[config.mk]
export PLATFORM = sky130hd
export DESIGN_NAME = usb_rx_pingpong
export DESIGN_NICKNAME = d
export VERILOG_FILES = /design/src/rtl/usb_rxpp_pkg.sv /design/src/rtl/rxpp_fill.sv /design/src/rtl/rxpp_store.sv /design/src/rtl/rxpp_order.sv /design/src/rtl/usb_rx_pingpong.sv
export SDC_FILE = /design/constraint.sdc
export NUM_CORES = 1
export LEC_CHECK = 0
export CAP_MARGIN = 20
export CORE_MARGIN = 1
export CORE_UTILIZATION = 45
export DETAILED_ROUTE_END_ITERATION = 6
export DONT_BUFFER_PORTS = 1
export SYNTH_ARGS = -nofsm -noshare
export SYNTH_HDL_FRONTEND = slang
export SYNTH_SLANG_ARGS = --single-unit
[constraint.sdc]
create_clock -name clk -period 3.25 [get_ports clk]
set_clock_uncertainty 0.15 [all_clocks]
set_input_delay 0.1625 -clock clk [delete_from_list [all_inputs] [get_ports clk]]
set_output_delay 0.1625 -clock clk [all_outputs]
set_load 0.05 [all_outputs]
[src/rtl/usb_rxpp_pkg.sv]
// Shared types for the dual-bank OUT receive buffer.
// Assumes nothing beyond a two-bank layout.
package usb_rxpp_pkg;

    typedef enum logic [1:0] {
        FILL_IDLE,
        FILL_RECV,
        FILL_REJECT,
        FILL_DROP
    } fill_state_t;

    // One-hot mask for a bank index.
    function automatic logic [1:0] bank_onehot(input logic b);
        return b ? 2'b10 : 2'b01;
    endfunction

endpackage

[src/rtl/rxpp_fill.sv]
// Bus-side fill control. Picks a target bank at packet start, steers bytes
// into it and counts them. It drops oversize packets and produces the ACK or
// NAK answer.
// Assumes pkt_end arrives in a cycle without pkt_valid and that pkt_start
// comes no earlier than the cycle after the previous pkt_end.
module rxpp_fill
    import usb_rxpp_pkg::*;
#(
    parameter int unsigned MAX_PKT   = 64,
    parameter bit          DUAL_BANK = 1'b1,
    parameter int unsigned CW        = $clog2(MAX_PKT + 1),
    parameter int unsigned AW        = $clog2(MAX_PKT)
) (
    input  logic          clk,
    input  logic          rst_n,
    input  logic          flush,
    input  logic          pkt_start,
    input  logic          pkt_valid,
    input  logic          pkt_end,
    input  logic [1:0]    bank_full,
    output logic          wr_en,
    output logic          wr_bank,
    output logic [AW-1:0] wr_addr,
    output logic          commit,
    output logic          commit_bank,
    output logic [CW-1:0] commit_len,
    output logic          hs_ack,
    output logic          hs_nak
);

    localparam logic [1:0]    BANK_MASK = DUAL_BANK ? 2'b11 : 2'b01;
    localparam logic [CW-1:0] MAX_CNT   = CW'(MAX_PKT);

    fill_state_t   state;
    logic          tgt;
    logic          next_wr;
    logic [CW-1:0] cnt;
    logic [1:0]    free;
    logic          pick;
    logic          pick_ok;

    // Choose the bank for a new packet: the alternating bank first, otherwise the other one.
    always_comb begin
        free    = ~bank_full & BANK_MASK;
        pick    = next_wr;
        pick_ok = 1'b0;
        if (free[next_wr]) begin
            pick    = next_wr;
            pick_ok = 1'b1;
        end else if (free[~next_wr]) begin
            pick    = ~next_wr;
            pick_ok = 1'b1;
        end
    end

    // Byte write strobe and commit strobe for the selected bank.
    always_comb begin
        wr_en       = (state == FILL_RECV) && pkt_valid && (cnt < MAX_CNT) && !flush && !pkt_start;
        wr_bank     = tgt;
        wr_addr     = cnt[AW-1:0];
        commit      = (state == FILL_RECV) && pkt_end && !flush && !pkt_start;
        commit_bank = tgt;
        commit_len  = cnt;
    end

    // Packet state, byte counter, alternation pointer and handshake pulses.
    always_ff @(posedge clk) begin
        if (!rst_n) begin
            state   <= FILL_IDLE;
            tgt     <= 1'b0;
            next_wr <= 1'b0;
            cnt     <= '0;
            hs_ack  <= 1'b0;
            hs_nak  <= 1'b0;
        end else begin
            hs_ack <= commit;
            hs_nak <= (state == FILL_REJECT) && pkt_end && !flush && !pkt_start;
            if (flush) begin
                state   <= FILL_IDLE;
                next_wr <= 1'b0;
                cnt     <= '0;
            end else if (pkt_start) begin
                cnt <= '0;
                if (pick_ok) begin
                    state <= FILL_RECV;
                    tgt   <= pick;
                end else begin
                    state <= FILL_REJECT;
                end
            end else begin
                case (state)
                    FILL_RECV: begin
                        if (pkt_end) begin
                            state   <= FILL_IDLE;
                            next_wr <= DUAL_BANK ? ~tgt : 1'b0;
                        end else if (pkt_valid) begin
                            if (cnt == MAX_CNT) state <= FILL_DROP;
                            else                cnt   <= cnt + CW'(1);
                        end
                    end
                    FILL_REJECT, FILL_DROP: begin
                        if (pkt_end) state <= FILL_IDLE;
                    end
                    default: state <= FILL_IDLE;
                endcase
            end
        end
    end

    // a start with both banks full is rejected
    assert_reject_when_full_R4: assert property (@(posedge clk) disable iff (!rst_n)
        (pkt_start && !flush && bank_full == 2'b11) |=> (state == FILL_REJECT));

    // an ACK only follows an end strobe
    assert_ack_follows_end_R2: assert property (@(posedge clk) disable iff (!rst_n)
        hs_ack |-> $past(pkt_end));

endmodule

[src/rtl/rxpp_store.sv]
// Packet storage. Each bank is a byte array plus a registered length.
// Reads are combinational at the given bank and address.
// Assumes writes only target a bank whose flag is clear.
module rxpp_store #(
    parameter int unsigned MAX_PKT   = 64,
    parameter bit          DUAL_BANK = 1'b1,
    parameter int unsigned DATA_W    = 8,
    parameter int unsigned CW        = $clog2(MAX_PKT + 1),
    parameter int unsigned AW        = $clog2(MAX_PKT)
) (
    input  logic                 clk,
    input  logic                 rst_n,
    input  logic                 flush,
    input  logic                 wr_en,
    input  logic                 wr_bank,
    input  logic [AW-1:0]        wr_addr,
    input  logic [DATA_W-1:0]    wr_data,
    input  logic                 commit,
    input  logic                 commit_bank,
    input  logic [CW-1:0]        commit_len,
    input  logic                 rd_bank,
    input  logic [AW-1:0]        rd_addr,
    output logic [DATA_W-1:0]    rd_data,
    output logic [1:0][CW-1:0]   bank_len
);

    localparam int unsigned NB = DUAL_BANK ? 2 : 1;

    logic [1:0][DATA_W-1:0] rd_word;

    for (genvar b = 0; b < 2; b++) begin : g_bank
        if (b < NB) begin : g_used
            logic [DATA_W-1:0] mem [MAX_PKT];
            logic [CW-1:0]     len_q;

            // Byte write into this bank.
            always_ff @(posedge clk) begin
                if (wr_en && (wr_bank == 1'(b))) mem[wr_addr] <= wr_data;
            end

            // Length capture on commit, cleared by reset or flush.
            always_ff @(posedge clk) begin
                if (!rst_n || flush)                          len_q <= '0;
                else if (commit && (commit_bank == 1'(b)))    len_q <= commit_len;
            end

            assign rd_word[b]  = mem[rd_addr];
            assign bank_len[b] = len_q;
        end else begin : g_absent
            assign rd_word[b]  = '0;
            assign bank_len[b] = '0;
        end
    end

    assign rd_data = rd_word[rd_bank];

endmodule

[src/rtl/rxpp_order.sv]
// Firmware-side state: the per-bank full flags, the older-bank pointer and
// the read pointer of the presented bank.
// Assumes commit only targets a bank that is empty.
module rxpp_order
    import usb_rxpp_pkg::*;
#(
    parameter int unsigned MAX_PKT   = 64,
    parameter bit          DUAL_BANK = 1'b1,
    parameter int unsigned CW        = $clog2(MAX_PKT + 1),
    parameter int unsigned AW        = $clog2(MAX_PKT)
) (
    input  logic               clk,
    input  logic               rst_n,
    input  logic               flush,
    input  logic               commit,
    input  logic               commit_bank,
    input  logic [1:0]         release_bank,
    input  logic               rd_en,
    input  logic [1:0][CW-1:0] bank_len,
    output logic [1:0]         bank_full,
    output logic               oldest,
    output logic [AW-1:0]      rd_addr,
    output logic [CW-1:0]      byte_count
);

    logic [1:0]    rel_eff;
    logic [1:0]    full_n;
    logic          older_n;
    logic [CW-1:0] cur_len;
    logic [CW-1:0] rd_ptr;

    // Next flags and next older bank after this cycle's releases and commit.
    always_comb begin
        rel_eff = release_bank & bank_full;
        full_n  = (bank_full & ~rel_eff) | (commit ? bank_onehot(commit_bank) : 2'b00);
        older_n = oldest;
        if (full_n == 2'b01)      older_n = 1'b0;
        else if (full_n == 2'b10) older_n = 1'b1;
        cur_len = bank_len[oldest];
    end

    assign byte_count = bank_full[oldest] ? cur_len : '0;
    assign rd_addr    = rd_ptr[AW-1:0];

    // Flag, older-bank and read-pointer registers.
    always_ff @(posedge clk) begin
        if (!rst_n || flush) begin
            bank_full <= 2'b00;
            oldest    <= 1'b0;
            rd_ptr    <= '0;
        end else begin
            bank_full <= full_n;
            oldest    <= older_n;
            if ((older_n != oldest) || rel_eff[oldest])
                rd_ptr <= '0;
            else if (rd_en && bank_full[oldest] && (rd_ptr < cur_len))
                rd_ptr <= rd_ptr + CW'(1);
        end
    end

    // releasing a full bank empties it
    assert_release_clears_b0_R7: assert property (@(posedge clk) disable iff (!rst_n)
        (release_bank[0] && bank_full[0]) |=> !bank_full[0]);
    assert_release_clears_b1_R7: assert property (@(posedge clk) disable iff (!rst_n)
        (release_bank[1] && bank_full[1]) |=> !bank_full[1]);

    // flush leaves nothing presented
    assert_flush_empties_R10: assert property (@(posedge clk) disable iff (!rst_n)
        flush |=> (bank_full == 2'b00 && byte_count == '0));

    // the older-bank pointer names a full bank whenever one exists
    assert_oldest_full_R5: assert property (@(posedge clk) disable iff (!rst_n)
        (|bank_full) |-> bank_full[oldest]);

    // read pointer never runs past the presented length
    assert_ptr_bounded_R6: assert property (@(posedge clk) disable iff (!rst_n)
        rd_ptr <= byte_count);

    // fill control only commits into an empty bank
    assert_commit_free_R3: assert property (@(posedge clk) disable iff (!rst_n)
        commit |-> !bank_full[commit_bank]);

    if (!DUAL_BANK) begin : g_single_chk
        // bank 1 stays idle in single-bank mode
        assert_bank1_idle_R11: assert property (@(posedge clk) disable iff (!rst_n)
            !bank_full[1]);
    end

endmodule

[src/rtl/usb_rx_pingpong.sv]
// Top of the dual-bank OUT endpoint receive buffer. Wires fill control,
// bank storage and firmware-side ordering together.
// Assumes framing as described in rxpp_fill and one packet at a time.
module usb_rx_pingpong #(
    parameter int unsigned MAX_PKT   = 64,
    parameter bit          DUAL_BANK = 1'b1,
    parameter int unsigned DATA_W    = 8,
    localparam int unsigned CW       = $clog2(MAX_PKT + 1)
) (
    input  logic              clk,
    input  logic              rst_n,
    input  logic              flush,
    input  logic              pkt_start,
    input  logic              pkt_valid,
    input  logic [DATA_W-1:0] pkt_data,
    input  logic              pkt_end,
    output logic              hs_ack,
    output logic              hs_nak,
    output logic [1:0]        bank_full,
    output logic              oldest_bank,
    output logic [CW-1:0]     byte_count,
    input  logic              rd_en,
    output logic [DATA_W-1:0] rd_data,
    input  logic [1:0]        release_bank
);

    localparam int unsigned AW = $clog2(MAX_PKT);

    logic               wr_en;
    logic               wr_bank;
    logic [AW-1:0]      wr_addr;
    logic               commit;
    logic               commit_bank;
    logic [CW-1:0]      commit_len;
    logic [AW-1:0]      rd_addr;
    logic [1:0][CW-1:0] bank_len;

    rxpp_fill #(.MAX_PKT(MAX_PKT), .DUAL_BANK(DUAL_BANK), .CW(CW), .AW(AW)) u_fill (
        .clk         (clk),
        .rst_n       (rst_n),
        .flush       (flush),
        .pkt_start   (pkt_start),
        .pkt_valid   (pkt_valid),
        .pkt_end     (pkt_end),
        .bank_full   (bank_full),
        .wr_en       (wr_en),
        .wr_bank     (wr_bank),
        .wr_addr     (wr_addr),
        .commit      (commit),
        .commit_bank (commit_bank),
        .commit_len  (commit_len),
        .hs_ack      (hs_ack),
        .hs_nak      (hs_nak)
    );

    rxpp_store #(.MAX_PKT(MAX_PKT), .DUAL_BANK(DUAL_BANK), .DATA_W(DATA_W), .CW(CW), .AW(AW)) u_store (
        .clk         (clk),
        .rst_n       (rst_n),
        .flush       (flush),
        .wr_en       (wr_en),
        .wr_bank     (wr_bank),
        .wr_addr     (wr_addr),
        .wr_data     (pkt_data),
        .commit      (commit),
        .commit_bank (commit_bank),
        .commit_len  (commit_len),
        .rd_bank     (oldest_bank),
        .rd_addr     (rd_addr),
        .rd_data     (rd_data),
        .bank_len    (bank_len)
    );

    rxpp_order #(.MAX_PKT(MAX_PKT), .DUAL_BANK(DUAL_BANK), .CW(CW), .AW(AW)) u_order (
        .clk          (clk),
        .rst_n        (rst_n),
        .flush        (flush),
        .commit       (commit),
        .commit_bank  (commit_bank),
        .release_bank (release_bank),
        .rd_en        (rd_en),
        .bank_len     (bank_len),
        .bank_full    (bank_full),
        .oldest       (oldest_bank),
        .rd_addr      (rd_addr),
        .byte_count   (byte_count)
    );

endmodule

Word level (Yosys, flattened, before mapping)
Memories as Yosys holds them, arrays and structs flattened. A register that Yosys moved wholly into a read port is not among the register bits. Index checks and enable logic that the tools add are counted.

Flip-flop bits (word level): 37. Bits in writable memories: 1024. Input port bits: 17. Output and inout port bits: 20. Word-level logic and storage cells: 107. Memories kept: 2.

Memories: u_store.g_bank[0].g_used.mem (words 64, width 8, read ports 1, clocked after memory_dff 1, write ports 1, RTL line rxpp_store.sv:33) `logic [DATA_W-1:0] mem [MAX_PKT];`; u_store.g_bank[1].g_used.mem (words 64, width 8, read ports 1, clocked after memory_dff 1, write ports 1, RTL line rxpp_store.sv:33).

Add/sub/neg operators: 2. Magnitude comparators: 5. Equal/unequal tests: 10. Multiplexer cells: 36. Bitwise logic cells: 12. Reduce and logical (&&, ||, !) cells: 29.

Operators with widths (number): $mux W6 (4); $mux W7 (3); $mux W1 (18); $logic_and A1 B1 Y1 (16); $mux W2 (8); $mux W8 (2); $add A7 B1 Y7 const B (2); $reduce_and A3 Y1 (3); $ne A4 B4 Y1 const B (2); $eq A7 B7 Y1 const B (1); $lt A7 B7 Y1 (1); $lt A7 B7 Y1 const B (1); $not A1 Y1 (7); $eq A2 B2 Y1 const B (3); $lt A1 B2 Y1 const B (3); $reduce_or A2 Y1 (3); $and A2 B2 Y2 (2); $eq A2 B1 Y1 const B (2); $not A2 Y2 (2); $pmux W2 S2 (1); $reduce_and A4 Y1 (1); $logic_not A1 Y1 (3); $ne A3 B3 Y1 const B (1); $reduce_or A3 Y1 (1); other kinds (3) (4).

Depth between registers and ports, before layout
Depth after elaboration: 13. Gate-level depth with buffers: 10. Gate-level depth less buffers: 7.

Hierarchy
Synthesis repeated with hierarchy kept, for this count alone.

Cells, all modules: 1863. Area total of the unflattened synthesis: 41532.3 µm².

Modules (own cells, without submodules): rxpp_store (times used 1, cells an instance 1690, area each 40030.9 µm², seq. area each 31029.8 µm²); rxpp_order (times used 1, cells an instance 97, area each 813.3 µm², seq. area each 200.2 µm²); rxpp_fill (times used 1, cells an instance 76, area each 688.2 µm², seq. area each 260.2 µm²).

Worst setup path before layout
OpenSTA, ideal clock, no wires.

Path kind: register -> register. From: register u_order.oldest. To: register (tool-made name). Library setup time: 0.076 ns. Arrival: 2.982 ns. Required time: 3.024 ns. Slack: 0.042 ns. Cell stages (with the launch flop): 10. Buffers on the path: 3. Clock period less this slack: 3.208 ns. Path through: dfxtp_1 buf_6 clkbuf_1 mux2i_1 ha_1 a2111oi_4 o21ai_2 buf_6 or4_4 a21oi_2.

RTL lines: from (decl) (RTL line rxpp_order.sv:21) `output logic oldest,`; from (signal assigned) (RTL line rxpp_order.sv:53) `oldest <= older_n;`.

==> impl_metrics.ini <==
[run_status]
status = finished, violations left
violations = setup timing

[die]
coreArea_um2 = 93200
die_w_um = 308
dieArea_um2 = 95100
die_h_um = 308
initial_core_util_pct = 45.3
ios = 37
rows = 112

[power_and_ir_drop]
power_leakage_nw = 15.8
pwr-share-clk_pct = 43.1
switchingPower_mw = 5.28
p_sw_share_pct = 19.5
combPwrFrac_pct = 1.2
seq_power_share_pct = 55.7
ir_worst_vdd_uv = 465
p_int_mw = 21.7
power_density_nw_per_um2 = 518

[detailed_routing]
vias = 23762
first_iter_violations = 2272
avgRoutedWirePerCell_um = 27.2
drt_first_pass_iters = 5
final_antenna_net_count = 0
drt_wl_total_um = 113000
drc = 0
viasPerCell = 5.71

[yosys]
syn_inst = 2519
syn_area_um2 = 42200
ys_ff_latch = 1067
synth_top_area_cell = edfxtp_1
synth_area_leaders = edfxtp_1 73%, mux2i_1 12%, a22oi_1 4.0%
synth_warnings = 0
synth_edf_count = 1024
syn_area_per_cell_um2 = 16.8
async_flop_share_pct = 0
netlist-cell-type-count = 53
syn-num-nets = 2545
synth_flop_cell = edfxtp_1
synth_top_area_share_pct = 72.8
yosysSeqAreaShare_pct = 74.8

[global_route]
use_met1_pct = 31.1
grt_pass1_vias = 24168
grt-ovfl-total = 0
gr-usage-met2_pct = 40.3
grt_pass1_wl_um = 164000
antenna_found_initial = 2
grt_use_total_pct = 23.8
grt-busiest-layer = met2
grt_max_degree = 129
grt_use_met3_pct = 3.54

[timing]
hold_slack_ps = 154
max-slew-margin-rel_pct = 36.0
setup_ws_ps = -206
final_hold_viol_count = 0
finalMaxSlewViolations = 0
max_freq_mhz = 289
grt_setup_unrepaired = yes
setup_viol = 8
period_minus_slack_ps = 3460
worstMarginPinSlew_ps = 953
min_period_over_period_pct = 106

[setup_path]
worstPathMaxFanout = 6
cp.required_ps = 2940
arrival_ps = 3140
r2r-start = u_fill.commit_len[6]$_SDFFE_PP0P_
rr_worst_depth = 5
worstReg2RegEnd = u_store.g_bank[0].g_used.mem[44][2]$_DFFE_PP_
start_kind = flop
criticalPathCategory = reg -> out
r2r_slack_ps = 170
critPathCaptureType = primary output

[clock_network]
clockBufferDepth = 3
cts_buffers = 108
cts_tree = done
cts.sinks = 1067
cts-root-buf = clkbuf_16
cts.clk_slew.worst_paths_ps = 60
worstSkewPairLatency_ps = 650
htree_levels = 3

[worst_hold_path]
hold_path_end = u_order.rd_ptr[6]$_SDFFE_PP0P_
hp-start = flush
min_path_type = in -> reg
holdPathStages = 4

[run]
max-cap-violations = 0

[final_layout]
final_layout_size_suffix_gt1_share_pct = 24.6
antenna_cells = 0
final_cell_mix = 1024 x edfxtp_1, 387 x mux2i_1, 216 x buf_4
syn_to_final_growth_pct = 23.3
final.fill_count = 7073
fin_nets = 2852
layout_commonest_cell = edfxtp_1
layout.cells.non_filler = 4158

[placed_design]
dp_cells = 3864
hpwl_um = 65200
routabilityCongestion = 0.849
port-buffer-count = 0
place_ws_ps = -54.6
==> cells by family after synthesis <==
group | after synthesis | synth area share [%]
DFF | 1067 | 74.8
AOI/OAI and AO/OA | 318 | 5.25
xor gates and xnor gates | 5 | 0.104
muxes | 520 | 12.3
adders and majority gates | 9 | 0.267
and+or+nand+nor | 439 | 5.19
buffers and inverters | 161 | 2.02
==> repair_timing <==
item,CTS,global route
gates cloned,27,2
buffers inserted,43,16
pin swaps,40,28
endpoints found under the hold margin,1067,0
endpoints found under the setup margin,8,8
hold buffers,30,0
gates resized for setup,305,88
==> state kept, by name, indices dropped and copies added, names as in the netlist, named ones only <==
register,count
u_order.rd_ptr,7
u_fill.commit_len,7
u_fill.commit_bank,1
u_store.g_bank.g_used.len_q,14
u_fill.hs_ack,1
u_fill.state,2
u_order.bank_full,2
u_fill.next_wr,1
u_store.g_bank.g_used.mem,1024
u_order.oldest,1
u_fill.hs_nak,1
==> area by class of cell <==
cell class,count,area (um^2),share of cell area [%]
flip-flops and latches,1067,31600,60.7
multi-input cells,1291,11300,21.7
repair buffers,350,4260,8.18
clock buffers,145,2980,5.72
well taps,1254,1570,3.01
clock inverters,43,318,0.610
inverters,8,30.0,0.0576
==> power groups by stage <==
stage,combinational [mW],sequential [mW],clock (mW)
after floorplan,0.0227,15.4,0
after global placement,0.0305,15.3,0
after detailed placement,0.0309,15.3,0
after CTS,0.322,15.1,11.8
after global routing,0.337,15.0,12.3
final,0.318,15.1,11.6
==> per-layer routing <==
layer,vias to the layer above,wire length (um)
li1,10563,-
met4,0,4300
met3,195,7340
met1,12122,45800
met2,882,55700
met5,-,0
==> stage by stage <==
step | utilization (%) | area, um^2 | TNS [ps] | power, mW
finish | 55.9 | 52100 | -1280 | 27.0
global route | 55.9 | 52100 | -1650 | 27.7
CTS | 55.3 | 51500 | -1390 | 27.2
detailed placement | 48.5 | 45200 | -54.6 | 15.4
global placement | 48.5 | 45200 | -13.0 | 15.4
floorplan | - | 42200 | 0 | 15.4
==> worst max-delay path: stages, from the launching register on <==
cell and delay, ps:
dfxtp_4 420, buf_8 150, buf_12 170, buf_12 140, buf_16 140, mux2i_1 290
a22oi_1 160, nand4_1 180, nor3_1 70, or4_4 560, buf_8 180
==> Yosys cell counts, drive strengths merged, types with 2 or more instances <==
master / count
edfxtp: 1024
mux2i: 520
a22oi: 224
nor2: 156
buf: 121
nand2: 101
a21oi: 63
nand3: 53
dfxtp: 43
nand4: 38
nor3: 36
clkbuf: 32
o21ai: 17
or4: 14
ha: 9
inv: 8
and4bb: 6
o31ai: 6
and4b: 4
nand2b: 4
nor4: 4
nor4b: 4
xor2: 4
nand3b: 3
or3: 3
or3b: 3
nor4bb: 2
or2: 2
==> worst max-delay path by stage <==
stage | start | endpoint | slack, ps | cells past startpoint
6_report | flop | rd_data[2] | -210 | 10
5_1_grt | flop | rd_data[2] | -240 | 11
4_1_cts | flop | rd_data[0] | -190 | 9
3_5_place_dp | flop | rd_data[4] | -50 | 8
3_3_place_gp | flop | rd_data[4] | -10 | 8
2_1_floorplan | u_order.oldest$_SDFF_PP0_ | flop | 40 | 9
Note: power is estimated with default switching activity, not from simulation.
